===== src/rtl/fseq_pkg.sv =====
// Package fseq_pkg
// Shared types and encodings for the two-word fetch sequencer.
// Assumes 16-bit instruction words; continuation words carry a 4-bit prefix.
package fseq_pkg;

    localparam int WORD_W = 16;
    localparam int PAIR_W = 2 * WORD_W;
    localparam int HI_W   = 8;   // opcode byte examined by the classifier
    localparam int OFF_W  = 8;   // relative branch offset width
    localparam int LIT_W  = 12;  // literal field of a continuation word

    localparam logic [3:0] CONT_NIB    = 4'hF;
    localparam logic [3:0] MOVE_NIB    = 4'hC;
    localparam logic [7:0] GOTO_BYTE   = 8'hEF;
    localparam logic [6:0] CALL_HI7    = 7'b1110110;
    localparam logic [7:0] BRANCH_BYTE = 8'hE0;
    localparam logic [6:0] SKIP_HI7    = 7'b0110011;

    typedef enum logic [2:0] {
        WK_PLAIN,
        WK_CONT,
        WK_MOVE,
        WK_GOTO,
        WK_CALL,
        WK_BRANCH,
        WK_SKIP
    } word_kind_e;

    typedef enum logic [1:0] {
        PC_SEQ,
        PC_JUMP,
        PC_BRANCH
    } pc_sel_e;

    typedef enum logic {
        PH_ADDR,
        PH_DATA
    } phase_e;

    typedef struct packed {
        logic              emit;
        logic              nop;
        logic [PAIR_W-1:0] word_pair;
        pc_sel_e           pc_sel;
        logic              pend_set;
        logic              pend_clr;
        logic              skip_arm;
        logic              skip_clr;
    } step_t;

endpackage


===== src/rtl/fseq_classify.sv =====
// Module fseq_classify
// Sorts a fetched word into a kind using its top byte only.
// Assumes the caller applies pairing and skip context; this is context-free.
module fseq_classify
    import fseq_pkg::*;
(
    input  logic [HI_W-1:0] word_hi,
    output word_kind_e      kind
);

    // Priority decode of the opcode byte into a word kind.
    always_comb begin
        if (word_hi[7:4] == CONT_NIB) begin
            kind = WK_CONT;
        end else if (word_hi[7:4] == MOVE_NIB) begin
            kind = WK_MOVE;
        end else if (word_hi == GOTO_BYTE) begin
            kind = WK_GOTO;
        end else if (word_hi[7:1] == CALL_HI7) begin
            kind = WK_CALL;
        end else if (word_hi == BRANCH_BYTE) begin
            kind = WK_BRANCH;
        end else if (word_hi[7:1] == SKIP_HI7) begin
            kind = WK_SKIP;
        end else begin
            kind = WK_PLAIN;
        end
    end

endmodule


===== src/rtl/fseq_step.sv =====
// Module fseq_step
// Decides what one fetched word does, given the pairing and skip context:
// whether an instruction is delivered, whether it is a NOP, how the PC moves,
// and how the pending-pair and skip-armed flags change.
// Assumes it is consulted only in the cycle the memory word is valid.
module fseq_step
    import fseq_pkg::*;
(
    input  logic [WORD_W-1:0] word,
    input  word_kind_e        kind,
    input  logic              pend_valid,
    input  logic              pend_jump,
    input  logic [WORD_W-1:0] pend_word,
    input  logic              skip_armed,
    input  logic              skip_cond,
    output step_t             st
);

    localparam logic [WORD_W-1:0] ZERO_WORD = '0;

    // Context-dependent action for the current word.
    always_comb begin
        st        = '0;
        st.pc_sel = PC_SEQ;
        if (skip_armed) begin
            // Cancelled word: delivered as NOP, never starts a pair.
            st.emit      = 1'b1;
            st.nop       = 1'b1;
            st.word_pair = {word, ZERO_WORD};
            st.skip_clr  = 1'b1;
        end else if (pend_valid) begin
            // Second half of a pair: join and apply the flow change.
            st.emit      = 1'b1;
            st.word_pair = {pend_word, word};
            st.pend_clr  = 1'b1;
            if (pend_jump) begin
                st.pc_sel = PC_JUMP;
            end
        end else begin
            case (kind)
                WK_CONT: begin
                    st.emit      = 1'b1;
                    st.nop       = 1'b1;
                    st.word_pair = {word, ZERO_WORD};
                end
                WK_MOVE, WK_GOTO, WK_CALL: begin
                    st.pend_set = 1'b1;
                end
                WK_BRANCH: begin
                    st.emit      = 1'b1;
                    st.word_pair = {word, ZERO_WORD};
                    st.pc_sel    = PC_BRANCH;
                end
                WK_SKIP: begin
                    st.emit      = 1'b1;
                    st.word_pair = {word, ZERO_WORD};
                    st.skip_arm  = skip_cond;
                end
                default: begin
                    st.emit      = 1'b1;
                    st.word_pair = {word, ZERO_WORD};
                end
            endcase
        end
    end

endmodule


===== src/rtl/fseq_target.sv =====
// Module fseq_target
// Computes the next byte PC: sequential (+2), absolute word target, or
// relative branch counted in words from the following instruction.
// Assumes PC_W >= 21 so a 20-bit word target fits above bit 0.
module fseq_target
    import fseq_pkg::*;
#(
    parameter int PC_W = 21
) (
    input  logic [PC_W-1:0]  pc,
    input  pc_sel_e          sel,
    input  logic [7:0]       jump_lo,
    input  logic [LIT_W-1:0] jump_hi,
    input  logic [OFF_W-1:0] br_off,
    output logic [PC_W-1:0]  pc_next
);

    localparam int EXT_W = PC_W - OFF_W - 1;

    logic [PC_W-1:0] seq_pc;
    logic [PC_W-1:0] jump_pc;
    logic [PC_W-1:0] disp;

    // Candidate addresses; bit 0 is zero in every one of them.
    always_comb begin
        seq_pc  = pc + PC_W'(2);
        jump_pc = PC_W'({jump_hi, jump_lo, 1'b0});
        disp    = {{EXT_W{br_off[OFF_W-1]}}, br_off, 1'b0};
    end

    // Selection of the next PC.
    always_comb begin
        case (sel)
            PC_JUMP:   pc_next = jump_pc;
            PC_BRANCH: pc_next = seq_pc + disp;
            default:   pc_next = seq_pc;
        endcase
    end

endmodule


===== src/rtl/fetch_sequencer.sv =====
// Module fetch_sequencer
// Program counter and fetch front end for 16-bit instruction words, some of
// which pair into 32-bit instructions. Works in two phases per word: address
// out, then data back from a one-cycle synchronous memory. Delivers at most
// one instruction every two cycles on registered outputs.
// Assumes the memory returns the word for imem_addr one cycle later and keeps
// returning it while the address is held.
module fetch_sequencer
    import fseq_pkg::*;
#(
    parameter int PC_W = 21
) (
    input  logic              clk,
    input  logic              rst_n,
    input  logic              stall,
    input  logic              skip_cond,
    output logic [PC_W-2:0]   imem_addr,
    input  logic [WORD_W-1:0] imem_rdata,
    output logic              instr_valid,
    output logic [PAIR_W-1:0] instr,
    output logic              is_nop,
    output logic [PC_W-1:0]   fetch_pc
);

    phase_e            phase;
    logic              pend_valid;
    logic              pend_jump;
    logic [WORD_W-1:0] pend_word;
    logic              skip_armed;
    word_kind_e        kind;
    step_t             st;
    logic [PC_W-1:0]   pc_next;
    logic              advance;

    assign imem_addr = fetch_pc[PC_W-1:1];
    assign advance   = !stall && (phase == PH_DATA);

    fseq_classify u_classify (
        .word_hi (imem_rdata[WORD_W-1:WORD_W-HI_W]),
        .kind    (kind)
    );

    fseq_step u_step (
        .word       (imem_rdata),
        .kind       (kind),
        .pend_valid (pend_valid),
        .pend_jump  (pend_jump),
        .pend_word  (pend_word),
        .skip_armed (skip_armed),
        .skip_cond  (skip_cond),
        .st         (st)
    );

    fseq_target #(.PC_W(PC_W)) u_target (
        .pc      (fetch_pc),
        .sel     (st.pc_sel),
        .jump_lo (pend_word[7:0]),
        .jump_hi (imem_rdata[LIT_W-1:0]),
        .br_off  (imem_rdata[OFF_W-1:0]),
        .pc_next (pc_next)
    );

    // Phase toggle and program counter update.
    always_ff @(posedge clk) begin
        if (!rst_n) begin
            phase    <= PH_ADDR;
            fetch_pc <= '0;
        end else if (!stall) begin
            if (phase == PH_ADDR) begin
                phase <= PH_DATA;
            end else begin
                phase    <= PH_ADDR;
                fetch_pc <= pc_next;
            end
        end
    end

    // Holding register for the first word of a pair.
    always_ff @(posedge clk) begin
        if (!rst_n) begin
            pend_valid <= 1'b0;
            pend_jump  <= 1'b0;
            pend_word  <= '0;
        end else if (advance) begin
            if (st.pend_set) begin
                pend_valid <= 1'b1;
                pend_word  <= imem_rdata;
                pend_jump  <= (kind == WK_GOTO) || (kind == WK_CALL);
            end else if (st.pend_clr) begin
                pend_valid <= 1'b0;
            end
        end
    end

    // Skip flag: cancels the next word after a taken skip.
    always_ff @(posedge clk) begin
        if (!rst_n) begin
            skip_armed <= 1'b0;
        end else if (advance) begin
            if (st.skip_arm) begin
                skip_armed <= 1'b1;
            end else if (st.skip_clr) begin
                skip_armed <= 1'b0;
            end
        end
    end

    // Registered delivery of executed instructions.
    always_ff @(posedge clk) begin
        if (!rst_n) begin
            instr_valid <= 1'b0;
            instr       <= '0;
            is_nop      <= 1'b0;
        end else begin
            instr_valid <= advance && st.emit;
            if (advance && st.emit) begin
                instr  <= st.word_pair;
                is_nop <= st.nop;
            end
        end
    end

    // ---------------- assertions ----------------

    assert_reset_state_R1: assert property (@(posedge clk)
        !rst_n |=> (fetch_pc == '0) && !instr_valid)
        else $error("R1: state after reset");

    assert_pc_even_R2: assert property (@(posedge clk) disable iff (!rst_n)
        fetch_pc[0] == 1'b0)
        else $error("R2: odd program counter");

    assert_single_pulse_R3: assert property (@(posedge clk) disable iff (!rst_n)
        instr_valid |=> !instr_valid)
        else $error("R3: back-to-back delivery");

    assert_goto_target_R4: assert property (@(posedge clk) disable iff (!rst_n)
        (instr_valid && !is_nop && instr[31:24] == GOTO_BYTE)
        |-> fetch_pc == PC_W'({instr[11:0], instr[23:16], 1'b0}))
        else $error("R4: jump target");

    assert_call_target_R5: assert property (@(posedge clk) disable iff (!rst_n)
        (instr_valid && !is_nop && instr[31:25] == CALL_HI7)
        |-> fetch_pc == PC_W'({instr[11:0], instr[23:16], 1'b0}))
        else $error("R5: call target");

    assert_move_seq_R6: assert property (@(posedge clk) disable iff (!rst_n)
        (instr_valid && !is_nop && instr[31:28] == MOVE_NIB)
        |-> fetch_pc == $past(fetch_pc) + PC_W'(2))
        else $error("R6: move does not continue sequentially");

    assert_lone_cont_nop_R7: assert property (@(posedge clk) disable iff (!rst_n)
        (instr_valid && instr[31:28] == CONT_NIB) |-> is_nop)
        else $error("R7: lone continuation not a NOP");

    assert_branch_disp_R10: assert property (@(posedge clk) disable iff (!rst_n)
        (instr_valid && !is_nop && instr[31:24] == BRANCH_BYTE)
        |-> fetch_pc == $past(fetch_pc) + PC_W'(2)
                        + {{(PC_W-OFF_W-1){instr[23]}}, instr[23:16], 1'b0})
        else $error("R10: branch displacement");

    assert_stall_hold_R11: assert property (@(posedge clk) disable iff (!rst_n)
        stall |=> $stable(fetch_pc) && !instr_valid)
        else $error("R11: state moved under stall");

endmodule


===== config.mk =====
export PLATFORM = sky130hd
export DESIGN_NAME = fetch_sequencer
export DESIGN_NICKNAME = d
export VERILOG_FILES = /design/src/rtl/fseq_pkg.sv /design/src/rtl/fseq_classify.sv /design/src/rtl/fseq_step.sv /design/src/rtl/fseq_target.sv /design/src/rtl/fetch_sequencer.sv
export SDC_FILE = /design/constraint.sdc
export NUM_CORES = 1
export LEC_CHECK = 0
export BUFFER_PORTS_ARGS = -buffer_cell sky130_fd_sc_hd__buf_2
export CAP_MARGIN = 5
export CELL_PAD_IN_SITES_DETAIL_PLACEMENT = 0
export CELL_PAD_IN_SITES_GLOBAL_PLACEMENT = 1
export CORE_MARGIN = 3
export CORE_UTILIZATION = 45
export CTS_CLUSTER_SIZE = 12
export DETAILED_ROUTE_END_ITERATION = 7
export PLACE_DENSITY_LB_ADDON = 0.1
export SLEW_MARGIN = 40
export SYNTH_ARGS = -nofsm -noshare
export SYNTH_HDL_FRONTEND = slang
export SYNTH_HIERARCHICAL = 1
export SYNTH_SLANG_ARGS = --single-unit

===== constraint.sdc =====
create_clock -name clk -period 7.1 [get_ports clk]
set_clock_uncertainty 0.1 [all_clocks]
set_input_delay 1.775 -clock clk [delete_from_list [all_inputs] [get_ports clk]]
set_output_delay 1.775 -clock clk [all_outputs]
set_load 0.05 [all_outputs]

# Yosys cells after proc, flatten, opt, wreduce, memory -nomap -nowiden
# Index checks and enable logic that the tools add are counted.
dict set report op_classes {
  n_bitwise 1
  n_reduce_logical 11
  addsub 2
  n_eq_ne 14
  n_mux 28
}
# cell n
set op_table {}
lappend op_table {{$mux 34} 2}
lappend op_table {{$pmux 21 s2} 1}
lappend op_table {{$mux 32} 1}
lappend op_table {{$add 21x2->21 const B} 1}
lappend op_table {{$add 21x21->21} 1}
lappend op_table {{$mux 3} 6}
lappend op_table {{$eq 8x8->1 const B} 2}
lappend op_table {{$mux 1} 16}
lappend op_table {{$eq 3x3->1 const B} 3}
lappend op_table {{$eq 4x4->1 const B} 2}
lappend op_table {{$reduce_and 2->1} 4}
lappend op_table {{$eq 7x6->1 const B} 1}
lappend op_table {{$eq 7x7->1 const B} 1}
lappend op_table {{$eq 3x2->1 const B} 2}
lappend op_table {{$mux 5} 1}
lappend op_table {{$reduce_bool 2->1} 2}
lappend op_table {{$eq 3x1->1 const B} 1}
lappend op_table {{$reduce_or 3->1} 1}
lappend op_table {{$eq 2x1->1 const B} 1}
lappend op_table {{$eq 2x2->1 const B} 1}
lappend op_table {{$logic_and 1x1->1} 2}
lappend op_table {{$mux 2} 1}
lappend op_table {{$logic_not 1->1} 1}
lappend op_table {{$logic_or 1x1->1} 1}
lappend op_table {{$not 1->1} 1}
dict set report totals {
  register_bits 75
  word_cells 65
  output_inout_bits 75
}

# Longest topological paths before layout
dict set report depth {
  word_depth 14
  mapped_depth 17
  depth_no_buf 16
}

# By module
# The synthesis kept the hierarchy.
# mod cells_per_inst area_each_um2 instances
set by_module_without_submodules {}
lappend by_module_without_submodules {fetch_sequencer 347 2974.1 1}
lappend by_module_without_submodules {fseq_target 258 1798.0 1}
lappend by_module_without_submodules {fseq_step 52 391.6 1}
lappend by_module_without_submodules {fseq_classify 14 88.8 1}

# Least setup slack after synthesis
# Ideal clock, no wire load.
dict set report synth_timing {
  kind {input to register}
  from {input imem_rdata[8]}
  to {register fetch_pc[17]}
  setup_ns 0.076
  n_path_buf 1
  cell_stages 12
  setup_slack_ns 2.711
  arrival_time_ns 4.214
  required_ns 6.924
  cell_sequence {nor3_2 -> a21oi_1 -> o41ai_1 -> and4b_2 -> ha_1 -> clkbuf_1 -> clkinv_1 -> nor3_1 -> or4_1 -> nand3_1 -> nand2_1 -> a21boi_0}
}
# item line_no
set synth_rtl {}
lappend synth_rtl {{start: declaration} fetch_sequencer.sv:18} ;# input logic [WORD_W-1:0] imem_rdata,
lappend synth_rtl {{end signal: assignment} fetch_sequencer.sv:73} ;# fetch_pc <= pc_next;
lappend synth_rtl {{end: declaration} fetch_sequencer.sv:22} ;# output logic [PC_W-1:0] fetch_pc

==> results.tsv <==
stage	metric	value	unit
status	status	complete, no violations	
grt	first-pass GRT wire length	24420	µm
place	placed instance count	850	
place	GP Congestion	0.8949	
sta	Final period util	0.6929	
synthesis	Synth Flop Type	dfxtp_1	
place	Port Buf Inserts	94	
grt	Remaining Overflow, GRT	0	
setup_path	largest fanout on the critical path	26	
synthesis	cell area after synthesis	5253	µm²
drt	1st-iter DRT viols	496	
layout	fillers	1125	
sta	# setup viols final	0	
drt	antenna-violating nets left	0	
sta	final hold vios	0	
layout	Nets	769	
synthesis	synth top area cells	dfxtp_1, nand2_1, ha_1, a21boi_1, a21boi_0	
min_path	Min-Delay Path Class	reg -> reg	
layout	ANT cells	0	
layout	Final Core Density	0.5289	
synthesis	post-synth top area cell	dfxtp_1	
clock_network	H-tree Lvls	3	
setup_path	Critical Path Source Type	input port	
setup_path	CP required	7.22	ns
clock_network	CTS tree	yes	
layout	fraction of layout instances using a drive strength above 1	0.1818	
sta	worst slew pin tran	0.7473	ns
clock_network	Clock Sinks	75	
place	detailed placer's ending HPWL	11000	µm
setup_path	WS Path Type	in -> reg	
floorplanning	IO Pins	95	
grt	total track usage	0.2369	
floorplanning	Die Ht	114.0	µm
floorplanning	core region area	11130	µm²
setup_path	worst-path cell chain	buf_2, nand4b_1, or3_1, nand2_1, and4b_2, ha_2, clkinv_1, nor3_1, nand4b_1, nand3_1, nand2_1, a21boi_0	
layout	final cell count without fillers	866	
clock_network	Clock Latency Late Sink	0.34	ns
sta	RSZ-0062 raised after global routing	false	
grt	vias in the first global route	4559	
clock_network	post-CTS setup buffers	0	
floorplanning	DIE AREA	13010	µm²
sta	fin. max-slew vios	0	
floorplanning	Die X	114.0	µm
floorplanning	Row Count	38	
drt	Detailed Route WL	15330	µm
clock_network	Hold Buf Count CTS	0	
clock_network	Root Buffer	clkbuf_16	
flow_run	Max-cap violations	0	
synthesis	Avg Cell Area, Syn	7.828	µm²
layout	Layout area overhead	12.03	%
sta	fin crit period	4.920	ns
power_and_ir_drop	power per cell area	176.1	nW/µm²
setup_path	delay-heaviest family, CP	simple AND/OR/NAND/NOR gates	
grt	largest net degree at the start of global routing	76	
synthesis	Syn. warnings	6	
synthesis	share of the synthesized area in the top cell type	0.2859	
clock_network	CTS resizes	0	
setup_path	Crit path largest cell delay	0.66	ns
synthesis	#FFs+latches synth	75	
clock_network	CTS max path bufs	2	
setup_path	slowest cell on the critical path	ha_2	
grt	initial antenna violation count	0	
sta	fmax	0.2033	GHz
setup_path	Bufs and invs on worst path	2	
synthesis	Seq/Total Area, Yosys	0.2859	
drt	routed length per instance	17.70	µm
sta	Slew headroom	0.5018	
power_and_ir_drop	Leakage	2.526	nW
clock_network	Reg clk slew, reported paths	0.06	ns
floorplanning	Starting Density	0.4721	
synthesis	Syn Inst Count	671	
synthesis	EDFF count, synth	0	
setup_path	WP data arrival	5.04	ns
drt	detailed-route vias per instance	5.652	
clock_network	Inserted Clock Buffers	9	
synthesis	Async SR Flop Fraction	0	
synthesis	Cell variety after synth	64	
drt	Remaining DRCs	0	
drt	first-pass iteration count of the detailed router	5	
synthesis	syn nets	719	
power_and_ir_drop	Peak VDD IR	0.1491	mV
drt	vias post-DR	4895	
sta	setup TNS	0	ns
setup_path	Setup crit end kind	flop	
-- Yosys cell counts, types with 2 or more instances --
cell type and count:
nand2_1 165, dfxtp_1 75, a21boi_1 40, a21boi_0 34, buf_4 28, ha_1 27, nor2_1 24, a21oi_1 23
and2_1 22, xnor2_1 18, clkbuf_1 17, a22o_1 16, inv_1 16, o21ai_0 16, xor2_1 12, nand3_1 11
nand4_1 11, o21a_1 11, buf_2 8, a221o_1 6, a221oi_1 6, a22oi_1 5, and3_1 5, buf_6 5
nand2b_1 5, nor3_1 5, nand3b_1 4, nor2b_1 4, o21ai_1 4, a21o_1 3, a211o_1 2, a211oi_1 2
a31oi_1 2, and2_4 2, and2b_1 2, and3b_1 2, nand4b_1 2, o211ai_1 2, o21bai_1 2, o31ai_2 2
o41ai_1 2
-- routing by layer --
layer | vias up | global-route usage | wire, µm
li1 | 2404 | - | -
met1 | 2329 | 0.3447 | 7715
met2 | 143 | 0.3521 | 6490
met3 | 19 | 0.03926 | 801
met4 | 0 | 0.08472 | 324
met5 | - | 0 | 0
-- kinds of logic after synthesis --
logic type                 synth area share
AOI/OAI and AO/OA                    0.2625
xor gates and xnor gates            0.05312
adders and majority gates           0.06813
buffers and inverters               0.08361
DFF                                  0.2859
muxes                              0.004049
and+or+nand+nor                      0.2427
-- final timing paths --
kind / from / to / slack, ns / cells past startpoint
worst max register to register: fetch_pc[1] / fetch_pc[15] / 3.17 / 13
worst min-delay path: instr[30] / instr[30] / 0.35 / 2
worst min register to register: instr[30] / instr[30] / 0.35 / 2
worst max-delay path: imem_rdata[9] / fetch_pc[17] / 2.18 / 12
-- registers in the layout (all words and copies together) (netlist names) --
signal,cells
fetch_pc,21
instr,32
pend_valid,1
skip_armed,1
is_nop,1
phase,1
pend_word,16
instr_valid,1
pend_jump,1
-- tightest hold or removal path: cells and delay by family, from the launching register on --
family	cells	cell delay, ns
AO/OA/AOI/OAI	1	0.05
AND/OR/NAND/NOR	1	0.05
flip-flops	1	0.30
-- cell type report --
cell class / instances / area (µm²) / area share
multi-input cells: 520 / 3328 / 0.5656
flip-flops and latches: 75 / 1501 / 0.2552
repair buffers: 98 / 500.5 / 0.08505
clock buffers: 13 / 270.3 / 0.04593
well taps: 140 / 175.2 / 0.02977
inverters: 17 / 63.81 / 0.01084
clock inverters: 3 / 45.04 / 0.007655
-- report_power, final --
group | switching [W] | internal (W) | total [W]
clock network | 0.000186 | 0.000301 | 0.000487
logic | 0.0000797 | 0.0000387 | 0.000118
registers | 0.00000428 | 0.000426 | 0.000431
total | 0.000270 | 0.000766 | 0.00104
-- through the flow --
step	total power, W	setup slack (ns)	area [µm²]	hold WS (ns)
after floorplan	0.0005229	2.711	5253	0.3353
after global placement	0.0005551	1.438	5555	0.3395
after detailed placement	0.0005572	1.318	5559	0.3443
after CTS	0.001045	1.667	5874	0.3522
after global routing	0.001073	1.971	5884	0.3705
final	0.001036	2.180	5884	0.3496
-- placed cells by master (no fill, tap or decap), drive strengths merged, types with 3 or more instances in the layout --
cell type  Yosys  routed
ha            27      27
nand2        165     165
clkbuf        18      13
and2          24      24
a21boi        74      74
nand4         12      12
o21ai         20      20
and3           5       5
nor3           6       6
xnor2         19      19
a22o          16      16
inv           16      16
a21o           3       3
a21oi         23      23
nor2b          4       4
nor2          24      24
dfxtp         75      75
a221o          6       6
xor2          12      12
o211ai         3       3
o31ai          3       3
a22oi          5       5
nand3b         5       5
buf           41      98
o21a          11      11
nand2b         5       5
nand3         11      11
a221oi         7       7
Note: power is estimated with default switching activity, not from simulation.
